$ cat config.mk
export PLATFORM = sky130hd
export DESIGN_NAME = slpwk_unit
export DESIGN_NICKNAME = d
export VERILOG_FILES = /design/src/rtl/slpwk_pkg.sv /design/src/rtl/slpwk_control.sv /design/src/rtl/slpwk_datapath.sv /design/src/rtl/slpwk_unit.sv
export SDC_FILE = /design/constraint.sdc
export NUM_CORES = 1
export LEC_CHECK = 0
export ABC_AREA = 1
export BUFFER_PORTS_ARGS = -buffer_cell sky130_fd_sc_hd__buf_2
export CORE_AREA = 2 2 115 162
export DETAILED_ROUTE_END_ITERATION = 10
export DIE_AREA = 0 0 117 164
export HOLD_SLACK_MARGIN = 0.08
export PLACE_DENSITY_LB_ADDON = 0.2
export SYNTH_ARGS = -nofsm -noshare
export SYNTH_HDL_FRONTEND = slang
export SYNTH_SLANG_ARGS = --single-unit
$ cat constraint.sdc
create_clock -name clk -period 1.95 [get_ports clk]
set_input_delay 0.0975 -clock clk [delete_from_list [all_inputs] [get_ports clk]]
set_output_delay 0.0975 -clock clk [all_outputs]
set_load 0.005 [all_outputs]
$ cat src/rtl/slpwk_pkg.sv
package slpwk_pkg;
  localparam int unsigned INSTR_W  = 32;
  localparam int unsigned WAIT_W   = 16;
  localparam int unsigned SELFLD_W = 3;
  localparam logic [3:0] OP_SYSCTL = 4'd9;
  localparam logic [3:0] OP_WAIT   = 4'd4;
  localparam logic [2:0] SUB_WAKE  = 3'd0;
  localparam logic [2:0] SUB_SEL   = 3'd1;

  typedef struct packed {
    logic              waitLoad;
    logic [WAIT_W-1:0] waitValue;
    logic              timerStart;
  } dpStrobe_t;
endpackage

$ cat src/rtl/slpwk_control.sv
module slpwk_control
  import slpwk_pkg::*;
#(
  parameter int unsigned NUM_PERIODS = 5,
  localparam int unsigned SEL_W = $clog2(NUM_PERIODS)
) (
  input  logic               clk,
  input  logic               rstN,
  input  logic               instrValid,
  input  logic [INSTR_W-1:0] instrWord,
  output logic               instrReady,
  input  logic               waitBusy,
  input  logic               haltDone,
  input  logic               deepSleep,
  input  logic               wakeEnable,
  input  logic               intEnable,
  input  logic               intClear,
  output dpStrobe_t          strobes,
  output logic [SEL_W-1:0]   periodSel,
  output logic               wakeReq,
  output logic               intPending
);
  logic                accept;
  logic [3:0]          opcode;
  logic [2:0]          subOp;
  logic [SELFLD_W-1:0] selField;
  logic                isWake, isSel, isWait;
  logic                selInRange;
  logic                setInt;

  assign instrReady = !waitBusy;
  assign accept     = instrValid && instrReady;
  assign opcode     = instrWord[INSTR_W-1 -: 4];
  assign subOp      = instrWord[INSTR_W-5 -: 3];
  assign selField   = instrWord[SELFLD_W-1:0];

  assign isWake = accept && (opcode == OP_SYSCTL) && (subOp == SUB_WAKE);
  assign isSel  = accept && (opcode == OP_SYSCTL) && (subOp == SUB_SEL);
  assign isWait = accept && (opcode == OP_WAIT);

  assign selInRange = (32'(selField) < NUM_PERIODS);
  assign setInt     = isWake && !deepSleep && intEnable;

  always_comb begin
    strobes            = '0;
    strobes.waitLoad   = isWait;
    strobes.waitValue  = instrWord[WAIT_W-1:0];
    strobes.timerStart = haltDone;
  end

  always_ff @(posedge clk or negedge rstN) begin
    if (!rstN) begin
      periodSel  <= '0;
      wakeReq    <= 1'b0;
      intPending <= 1'b0;
    end else begin
      if (isSel && selInRange) periodSel <= SEL_W'(selField);
      wakeReq    <= isWake && deepSleep && wakeEnable;
      intPending <= setInt || (intPending && !intClear);
    end
  end
endmodule

$ cat src/rtl/slpwk_datapath.sv
module slpwk_datapath
  import slpwk_pkg::*;
#(
  parameter int unsigned NUM_PERIODS = 5,
  parameter int unsigned PERIOD_W    = 32,
  localparam int unsigned SEL_W = $clog2(NUM_PERIODS)
) (
  input  logic                clk,
  input  logic                rstN,
  input  dpStrobe_t           strobes,
  input  logic [SEL_W-1:0]    periodSel,
  input  logic                cfgWrEn,
  input  logic [SEL_W-1:0]    cfgAddr,
  input  logic [PERIOD_W-1:0] cfgWrData,
  output logic                waitBusy,
  output logic                timerActive,
  output logic                timerRestart
);
  logic [PERIOD_W-1:0] periodReg [NUM_PERIODS];
  logic [PERIOD_W-1:0] selPeriod;
  logic [PERIOD_W-1:0] timerCnt;
  logic [WAIT_W-1:0]   waitCnt;

  always_ff @(posedge clk or negedge rstN) begin
    if (!rstN) begin
      for (int i = 0; i < NUM_PERIODS; i++) periodReg[i] <= '0;
    end else if (cfgWrEn) begin
      for (int i = 0; i < NUM_PERIODS; i++)
        if (cfgAddr == SEL_W'(i)) periodReg[i] <= cfgWrData;
    end
  end

  always_comb begin
    selPeriod = '0;
    for (int i = 0; i < NUM_PERIODS; i++)
      if (periodSel == SEL_W'(i)) selPeriod = periodReg[i];
  end

  always_ff @(posedge clk or negedge rstN) begin
    if (!rstN) begin
      waitCnt <= '0;
    end else if (strobes.waitLoad) begin
      waitCnt <= strobes.waitValue;
    end else if (waitCnt != '0) begin
      waitCnt <= waitCnt - 1'b1;
    end
  end
  assign waitBusy = (waitCnt != '0);

  always_ff @(posedge clk or negedge rstN) begin
    if (!rstN) begin
      timerCnt     <= '0;
      timerActive  <= 1'b0;
      timerRestart <= 1'b0;
    end else begin
      timerRestart <= 1'b0;
      if (!timerActive) begin
        if (strobes.timerStart) begin
          timerCnt    <= selPeriod;
          timerActive <= 1'b1;
        end
      end else if (timerCnt == '0) begin
        timerActive  <= 1'b0;
        timerRestart <= 1'b1;
        timerCnt     <= selPeriod;
      end else begin
        timerCnt <= timerCnt - 1'b1;
      end
    end
  end
endmodule

$ cat src/rtl/slpwk_unit.sv
module slpwk_unit
  import slpwk_pkg::*;
#(
  parameter int unsigned NUM_PERIODS = 5,
  parameter int unsigned PERIOD_W    = 32,
  localparam int unsigned SEL_W = $clog2(NUM_PERIODS)
) (
  input  logic                clk,
  input  logic                rstN,
  input  logic                instrValid,
  input  logic [INSTR_W-1:0]  instrWord,
  output logic                instrReady,
  input  logic                haltDone,
  input  logic                deepSleep,
  input  logic                wakeEnable,
  input  logic                intEnable,
  input  logic                intClear,
  input  logic                cfgWrEn,
  input  logic [SEL_W-1:0]    cfgAddr,
  input  logic [PERIOD_W-1:0] cfgWrData,
  output logic                wakeReq,
  output logic                intPending,
  output logic [SEL_W-1:0]    periodSel,
  output logic                waitBusy,
  output logic                timerActive,
  output logic                timerRestart
);
  dpStrobe_t strobes;

  slpwk_control #(.NUM_PERIODS(NUM_PERIODS)) ctrl_i (
    .clk(clk), .rstN(rstN),
    .instrValid(instrValid), .instrWord(instrWord), .instrReady(instrReady),
    .waitBusy(waitBusy), .haltDone(haltDone),
    .deepSleep(deepSleep), .wakeEnable(wakeEnable), .intEnable(intEnable),
    .intClear(intClear), .strobes(strobes), .periodSel(periodSel),
    .wakeReq(wakeReq), .intPending(intPending)
  );

  slpwk_datapath #(.NUM_PERIODS(NUM_PERIODS), .PERIOD_W(PERIOD_W)) dp_i (
    .clk(clk), .rstN(rstN), .strobes(strobes), .periodSel(periodSel),
    .cfgWrEn(cfgWrEn), .cfgAddr(cfgAddr), .cfgWrData(cfgWrData),
    .waitBusy(waitBusy), .timerActive(timerActive), .timerRestart(timerRestart)
  );
endmodule

==> metrics.txt, run 1 <==
outcome=completed; Max Clk Rate=between 0.5 and 0.6 GHz; final HPWL from detailed placement=17,500 µm; I/O pin count=85; Syn. warnings=0; RSZ-0062 raised after global routing=yes; clock slew at reported path FFs=~0.07 ns; H-tree depth=1; clk_lat worst skew=0.50 ns; wire per inst=15.9 µm; syn_nets=roughly 1,500; CTS Sinks=215; Final period util=between 90% and 100%; asr flop ratio synth=100%; syn avg cell area=7.62 µm²; CP max FO=15; core area=around 18,000 µm²; Longest Clk Path Bufs=3; Hold Path Class=in2reg; drt first-iter violations=approximately 840; Mapped Area=between 10,000 and 15,000 µm²; LEAKAGE=about 6.4 nW; largest net degree at the start of global routing=65; max_slew headroom=53.6%; Synth Register Bits=around 220; TritonCTS Buffers=22; drc violations=0; area grow syn2layout=22.3%; Main synth FF type=dfrtp_1; vias in the first global route=between 9,000 and 10,000; worst vdd ir=roughly 0.0008 V; vias per cell=~5.4; Layout Skew=around 0.0093 ns; CP top delay family=simple AND/OR/NAND/NOR gates; largest stage delay on the critical path=roughly 0.44 ns; Critical Path End Type=flip-flop; post-route ant nets=0; GRT overflow=0; Final Worst Setup Slack=0.0549 ns; Least-Margin Pin Slew=0.696 ns; GRT Util Overall=30.6%; Final Critical Period=1.90 ns; commonest non-fill, non-tap cells in the layout=nand2_1, dfrtp_1, o21ai_0; total number of vias=9,721; pins over their slew limit=0; hold depth=5; Placer Congestion=between 0.9 and 1; die height=around 160 µm; initial antenna violation count=0; DR pass1 iterations=6; Post-Route Utilization=72.4%; Worst path depth=9; final wirelength=between 20,000 and 30,000 µm; Port Buffers=75; crit-path cells=nor2_2, nand2_1, nor2_4, nand2_2, o21ai_2, buf_4, nand3_1, nand3_1, nand2_1; die area=approximately 19,000 µm²; synthesized instance count=between 1,000 and 1,500; Total Neg Setup Slack=0 ns; fill cell count=1,390; CTS Root Cell=clkbuf_16; sequential share of the synthesized area=about half; PD cells=959 nW/µm²; commonest non-fill, non-tap cell in the layout=nand2_1; kind of critical path=reg2reg; worst-case reg-to-reg path depth=9; MaxCap Viol Count=0; CP max-delay cell=dfrtp_1; Setup Viol. Count Final=0; pre-CTS setup slack=0.0513 ns; critical path required time=2.35 ns; Hold Fails Final Rpt=0; Die Wd=117 µm; Setup crit start kind=flip-flop; Unique masters post-synth=34; proportion of layout cells with a drive suffix above 1=13.0%; CTS tree=built; ANT cells=0; fin nets=between 1,500 and 2,000; Placed Area=11,500 µm²; Starting Density=between 50% and 60%; Critical path buffers and inverters=1; FP Rows=58; EDFF count, synth=0; final instance area=12,900 µm²; Fin Hold WS=0.135 ns; first-pass GRT wire length=roughly 46,000 µm; Arr. time, crit path=between 2 and 2.5 ns
## per-stage QoR
step	cells	total power (W)
finish	1788	0.0123
floorplan	1382	0.00732
detailed placement	1685	0.00806
global route	1788	0.0130
global placement	1685	0.00796
CTS	1787	0.0124
## per-layer routing
layer	GRT usage [%]	up-vias	share of wire, %
met5	0	-	0
met4	10.2	0	2.9
met3	3.84	62	6.1
met2	53.6	337	51
met1	39.2	4578	40
li1	-	4744	-
## flip-flops by register name (all words and copies together) (netlist names)
signal,count
dp_i.timerRestart,1
ctrl_i.wakeReq,1
ctrl_i.intPending,1
dp_i.timerCnt,32
ctrl_i.periodSel,3
dp_i.timerActive,1
dp_i.waitCnt,16
dp_i.periodReg,160
## path summary, 6_finish.rpt
kind / endpoint / slack (ns) / start
max in group asynchronous: dp_i.waitCnt[15] / 1.39 / rstN
min in group asynchronous: dp_i.periodReg[100] / 0.19 / rstN
worst max-delay path: dp_i.timerCnt[21] / 0.05 / dp_i.timerCnt[14]
worst min-delay path: dp_i.timerCnt[21] / 0.13 / haltDone
worst min register to register: dp_i.periodReg[16] / 0.48 / dp_i.periodReg[16]
worst max register to register: dp_i.timerCnt[21] / 0.05 / dp_i.timerCnt[14]
## worst min-delay path: cells and delay by family
family | cells | cell delay [ns]
and+or+nand+nor | 3 | 0.18
buffers and inverters | 2 | 0.32
## power breakdown
group / internal [W] / total (W) / switching, W
Sequential: 0.00530 / 0.00587 / 0.000573
Combinational: 0.000964 / 0.00228 / 0.00132
Clock: 0.00249 / 0.00419 / 0.00171
Total: 0.00875 / 0.0123 / 0.00360
## kinds of logic (layout without fill, tap and decap cells)
| logic type | Yosys count | in the layout | share of synthesized area, % |
|---|---|---|---|
| XOR/XNOR | 17 | 17 | 1.41 |
| AND/OR/NAND/NOR | 756 | 757 | 29.5 |
| adder cells (fa/ha/maj) | 4 | 4 | 0.475 |
| flip-flops | 215 | 215 | 51.1 |
| AO/OA/AOI/OAI | 223 | 223 | 11.0 |
| buffers and inverters | 167 | 332 | 6.46 |
## synth_stat cells (all sizes together) (8+ instances only)
cell type	instances	area (µm²)
clkbuf	37	139
xnor2	8	70.1
buf	21	133
nand4	22	138
inv	109	409
nand3	97	485
o21ai	186	935
nor2	115	462
a21oi	23	115
nand2	500	1880
nor3	9	60.1
dfrtp	215	5380
xor2	9	78.8
## layout make-up
type | count | area, µm² | area share, %
Sequential cell | 215 | 5380 | 41.8
Multi-Input combinational cell | 1001 | 4560 | 35.4
Timing Repair Buffer | 187 | 1520 | 11.8
Clock buffer | 30 | 622 | 4.83
Inverter | 109 | 409 | 3.18
Tap cell | 240 | 300 | 2.33
Clock inverter | 6 | 83.8 | 0.651
## what timing repair did
item	4_1_cts	5_1_grt
endpoints found under the hold margin	396	0
gates resized for setup	1	16
setup endpoints to repair	1	39
hold buffers	65	0
gates cloned	0	1
pin swaps	0	1
buffers inserted	1	0
Power figures use the tool's default switching activity.
==> run 2, diff against run 1 <==
- ABC_AREA: 1 -> default
- CORE_AREA: 2 2 115 162 -> 2 2 115 161
- DIE_AREA: 0 0 117 164 -> 0 0 117 163
==> run 2 against run 1 <==
Effect of this change: the flow now finishes with violations (negative setup slack); count of clock-buffer cells in the layout rose by 1; sequential share of layout area is 4.1 points lower; fmax fell by 23%; routed wire length increased by 5.4%; design area grew 11%; power increased by 11%; largest power group unchanged; clock skew fell by 0.0010 ns; largest cell class is now multi-input combinational cells; highest routed layer unchanged; critical endpoint is now ctrl_i.periodSel[0]; sequential power rose by 3%; worst hold slack worse by 0.010 ns; critical path depth shrank 2.
==> metrics.txt, run 2 <==
main area contributors after synthesis=dfrtp_1, mux2_2, mux4_2; pins over their slew limit=0; area grow syn2layout=37.8%; Worst Min Path Start=instrWord[28]; CTS tree=built; I/O pin count=85; Hold Fails Final Rpt=0; max_slew headroom=56.5%; Fin Hold WS=0.125 ns; GRT Util Overall=about a third; Unique masters post-synth=a little over 70; Reg power frac=44.4%; final HPWL from detailed placement=18,200 µm; Top Registers=dp_i.periodReg: 160 flops, dp_i.timerCnt: 32 flops, dp_i.waitCnt: 16 flops; Largest Register=dp_i.periodReg; synthesized instance count=about 850; Layout Skew=approximately 0.0082 ns; TritonCTS Buffers=22; drc violations=0; RR Startpoint=dp_i.waitCnt[10]; wire per inst=between 20 and 25 µm; Max Clk Rate=0.405 GHz; max FFs per register=160; fin nets=1,182; hold depth=5; Syn. warnings=0; top cell type's share of synthesized area=a little over 50%; CTS Root Cell=clkbuf_16; final wirelength=approximately 30,000 µm; MaxCap Viol Count=0; syn_nets=a little over 900; Arr. time, crit path=around 2.9 ns; vias per cell=about 6.2; DR pass1 iterations=5; syn avg cell area=approximately 12 µm²; GRT overflow=0; Placer Congestion=between 0.9 and 1; R2R Path End=ctrl_i.periodSel[0]; Mapped Area=10,400 µm²; non-filler instance count after layout=1,357; initial antenna violation count=0; post-route ant nets=0; area taken by multi-input logic gates=roughly 5500 µm²; die area=around 19,000 µm²; clock slew at reported path FFs=~0.06 ns; Critical Path End Type=flip-flop; placed cell count=1,239; vias in the first global route=9,259; clk_lat worst skew=around 0.51 ns; first-pass GRT wire length=about 47,000 µm; Comb pwr share=between 20% and 30%; Total Power=roughly 0.014 W; LEAKAGE=6.09 nW; Die Wd=117 µm; Setup Viol. Count Final=55; asr flop ratio synth=100%; Hold Path Class=in2reg; CTS Sinks=215; RSZ-0062 raised after global routing=yes; hold worst-path end=dp_i.waitCnt[14]; fill cell count=just over 1,000; Least-Margin Pin Slew=between 0.6 and 0.7 ns; total number of vias=about 8,500; Main synth FF type=dfrtp_1; ANT cells=0; outcome=complete, but fails checks; violated checks=negative setup slack; Final period util=126%; largest net degree at the start of global routing=between 60 and 70; Setup crit start kind=flip-flop; sw frac=between 20 and 30%; PD cells=957 nW/µm²; Int Power=around 0.01 W; Port Buffers=75; leading area contributor after synthesis=dfrtp_1; core area=17,800 µm²; Reg2Reg Setup Slack=-0.52 ns; commonest non-fill, non-tap cell in the layout=dfrtp_1; top cells by count, synth=dfrtp_1, mux2_2, nor2_1; EDFF count, synth=0; Clk pwr share=between 30% and 40%; Longest Clk Path Bufs=3; die height=163 µm; worst vdd ir=0.000861 V; sequential share of the synthesized area=about half; Starting Density=58.3%; Final Critical Period=between 2 and 2.5 ns; proportion of layout cells with a drive suffix above 1=between 40% and 50%; CP max FO=3; critical path required time=roughly 2.3 ns; pre-CTS setup slack=-0.543 ns; Reg area=5380 µm²; drt first-iter violations=slightly below 600; Synth Register Bits=around 220; worst-case reg-to-reg path depth=7; H-tree depth=1; kind of critical path=reg2reg; Psw=roughly 0.0039 W; dominant cell by count in the synthesized netlist=dfrtp_1; Post-Route Utilization=80.4%; commonest non-fill, non-tap cells in the layout=dfrtp_1, mux2_2, buf_4; FP Rows=58; Final Worst Setup Slack=-0.516 ns
[run 2: changes by cell type after synthesis, sizes merged, moves of 12 or more]
cell	change
nand3	-80
nand4	-17
mux2i	+20
a21oi	+15
inv	-98
o21ai	-164
mux2	+164
a22oi	+23
mux4	+16
nor2	-46
nand2	-475
o22ai	+17
a211oi	+12
[run 2: per-stage QoR]
stage          area (µm²)  TNS, ns
2_1_floorplan       10500    -9.47
3_3_place_gp        12100   -12.71
3_5_place_dp        12100   -16.04
4_1_cts             14000   -17.31
5_1_grt             14300   -22.73
6_report            14300   -17.57
[run 2: what timing repair did]
item	in CTS	in global routing
gates cloned	4	0
hold buffers	56	1
pin swaps	39	21
hold endpoints to repair	257	1
endpoints found under the setup margin	55	57
gates resized for setup	97	53
buffers inserted	19	8
[run 2: cells by family after synthesis]
logic type | synth area share (%)
flops | 51.9
mux | 23.2
simple gates | 10.4
compound gates | 10.7
buf+inv | 2.63
xor+xnor | 0.676
fa+ha+maj | 0.483
[run 2: worst max path at each step]
stage / cells after the start / endpoint / start
after floorplan: 7 / ctrl_i.periodSel[0] / dp_i.waitCnt[8]
after global placement: 7 / ctrl_i.periodSel[0] / dp_i.waitCnt[10]
after detailed placement: 7 / ctrl_i.periodSel[2] / dp_i.waitCnt[10]
after CTS: 7 / ctrl_i.periodSel[1] / dp_i.waitCnt[10]
after global routing: 7 / ctrl_i.periodSel[0] / dp_i.waitCnt[10]
final: 7 / ctrl_i.periodSel[0] / dp_i.waitCnt[10]
[run 2: metal layers]
metal	up-vias	GRT usage [%]	wire length [µm]
met2	324	57.4	16100
met1	4347	38.1	11000
met5	-	0	0
met3	94	4.13	1670
li1	3702	-	-
met4	0	12.8	1100
[run 2: power groups by stage]
stage	registers [W]	logic [W]	clock network, W
CTS	0.00605	0.00314	0.00424
detailed placement	0.00610	0.00281	0
global route	0.00619	0.00364	0.00440
global placement	0.00599	0.00268	0
finish	0.00607	0.00341	0.00419
floorplan	0.00602	0.00160	0
[run 2: worst max-delay path, stage by stage, from the launching register on]
cell,delay [ns]
dfrtp_1,0.37
or4_4,0.55
nor4b_4,0.24
and4b_1,0.27
inv_2,0.07
nor4_4,0.28
and3_4,0.25
mux2_1,0.31
[run 2: final cells by class]
class / count / area share (%)
Tap cell: 240 / 2.10
Multi-Input combinational cell: 570 / 38.4
Timing Repair Buffer: 281 / 16.5
Inverter: 12 / 0.315
Clock inverter: 8 / 0.481
Sequential cell: 215 / 37.6
Clock buffer: 31 / 4.59
==> run 3, diff against run 2 <==
- CTS_BUF_LIST: default -> sky130_fd_sc_hd__clkbuf_8 sky130_fd_sc_hd__clkbuf_16
==> run 3 against run 2 <==
Effect of this change: the run still ends with negative setup slack left; worst setup slack better by 0.0052 ns; non-clock buffer count unchanged; sequential cell count stayed put; global-route usage about the same; via count is 0.37% lower; utilization unchanged; sequential share of layout area did not move; die area unchanged; sequential power is essentially flat; critical endpoint unchanged; largest cell class unchanged; highest routed layer unchanged.
==> metrics.txt, run 3 (synthesis gave the netlist of run 2 again) <==
pins over their slew limit=0; clock slew at reported path FFs=about 0.060 ns; commonest non-fill, non-tap cells in the layout=dfrtp_1, mux2_2, buf_4; Hold Path Class=in2reg; Comb pwr share=25.0%; Final Worst Setup Slack=-0.511 ns; Reg power frac=between 40 and 50%; Fin Hold WS=roughly 0.13 ns; Int Power=approximately 0.0098 W; die height=approximately 160 µm; sw frac=between 20% and 30%; Longest Clk Path Bufs=3; final HPWL from detailed placement=about 18,000 µm; Setup crit start kind=flip-flop; Top Registers=dp_i.periodReg: 160 flops, dp_i.timerCnt: 32 flops, dp_i.waitCnt: 16 flops; kind of critical path=reg2reg; initial antenna violation count=0; final instance area=approximately 14,000 µm²; Clk pwr share=between 30% and 40%; vias in the first global route=a little over 9,000; top routing layer in use=met4; Psw=0.00389 W; ANT cells=0; GRT overflow=0; CTS Root Cell=clkbuf_16; FP Rows=between 50 and 60; pre-CTS setup slack=-0.543 ns; Final Critical Period=approximately 2.5 ns; die area=around 19,000 µm²; PD cells=956 nW/µm²; clk_lat worst skew=slightly above 0.5 ns; DRT met1 WL=between 10,000 and 15,000 µm; vias per cell=6.22; Placer Congestion=0.922; CP max FO=3; LEAKAGE=6.11 nW; max FFs per register=between 150 and 200; final wirelength=~30,000 µm; CTS tree=built; fin nets=between 1,000 and 1,500; Port Buffers=75; core area=approximately 18,000 µm²; Hold Fails Final Rpt=0; Die Wd=between 100 and 150 µm; Max Clk Rate=0.406 GHz; TritonCTS Buffers=22; CTS Sinks=between 200 and 250; Final period util=126%; drt first-iter violations=603; Layout Skew=around 0.0085 ns; first-pass GRT wire length=approximately 47,000 µm; I/O pin count=between 80 and 90; met2 WL post-DR=between 15,000 and 20,000 µm; Critical Path End Type=flip-flop; area grow syn2layout=37.8%; largest net degree at the start of global routing=69; RSZ-0062 raised after global routing=yes; total number of vias=between 8,000 and 9,000; Setup Viol. Count Final=55; critical path required time=between 2 and 2.5 ns; Largest Register=dp_i.periodReg; metal3 WL=about 1500 µm; H-tree depth=1; Post-Route Utilization=roughly four fifths; proportion of layout cells with a drive suffix above 1=about half; GRT Util Overall=a little under a third; post-route ant nets=0; Arr. time, crit path=about 2.9 ns; max_slew headroom=between 50% and 60%; Least-Margin Pin Slew=approximately 0.65 ns; Starting Density=58.3%; non-filler instance count after layout=1,357; placed cell count=roughly 1,200; commonest non-fill, non-tap cell in the layout=dfrtp_1; worst vdd ir=~0.00086 V; DR pass1 iterations=7; Placed Area=roughly 12,000 µm²; MaxCap Viol Count=0; violated checks=negative setup slack; wire per inst=22.0 µm; outcome=complete, but fails checks; drc violations=0
[run 3: changes by cell type in the layout (fill, tap and decap cells not counted), sizes merged]
cell,previous run,this run
clkbuf,32,29
inv,11,14
[run 3: routing by layer]
layer / GRT usage, % / vias to the layer above
li1: - / 3699
met1: 37.9 / 4336
met2: 57.4 / 313
met3: 4.13 / 88
met4: 12.8 / 0
met5: 0 / -
[run 3: timing repair]
action / CTS / global route
hold endpoints to repair: 257 / 1
buffers inserted: 19 / 8
endpoints found under the setup margin: 55 / 57
pin swaps: 39 / 21
hold buffers: 56 / 1
gates cloned: 4 / 0
resized for setup: 97 / 53
[run 3: final cells by class]
cell class                      count  area (µm²)
Multi-Input combinational cell    570        5490
Fill cell                        1009        3490
Clock inverter                     11        80.1
Timing Repair Buffer              281        2360
Tap cell                          240         300
Inverter                           12        45.0
Clock buffer                       28         644
Sequential cell                   215        5380
[run 3: worst paths after layout]
kind | from | endpoint | slack [ns] | cells after the start
hold reg to reg | dp_i.periodReg[84] | dp_i.periodReg[84] | 0.50 | 1
hold / removal | instrWord[28] | dp_i.waitCnt[14] | 0.13 | 5
min in group asynchronous | rstN | dp_i.periodReg[114] | 0.15 | 2
max in group asynchronous | rstN | dp_i.timerCnt[8] | 1.03 | 3
setup reg to reg | dp_i.waitCnt[10] | ctrl_i.periodSel[0] | -0.51 | 7
setup / recovery | dp_i.waitCnt[10] | ctrl_i.periodSel[0] | -0.51 | 7
[run 3: stage by stage]
stage / total power [W] / TNS (ns)
after floorplan: 0.00761 / -9.47
after global placement: 0.00867 / -12.71
after detailed placement: 0.00891 / -16.04
after CTS: 0.0134 / -17.31
after global routing: 0.0142 / -22.73
final: 0.0137 / -17.55
[run 3: power groups by stage]
stage / combinational, W / clock (W) / sequential [W]
floorplan: 0.00160 / 0 / 0.00602
global placement: 0.00268 / 0 / 0.00599
detailed placement: 0.00281 / 0 / 0.00610
CTS: 0.00314 / 0.00423 / 0.00605
global route: 0.00364 / 0.00439 / 0.00619
finish: 0.00341 / 0.00418 / 0.00607
[run 3: worst max-delay path: stages, from the launching register on]
cell and delay, ns:
dfrtp_1 0.37, or4_4 0.55, nor4b_4 0.24, and4b_1 0.27
inv_2 0.07, nor4_4 0.28, and3_4 0.25, mux2_1 0.31
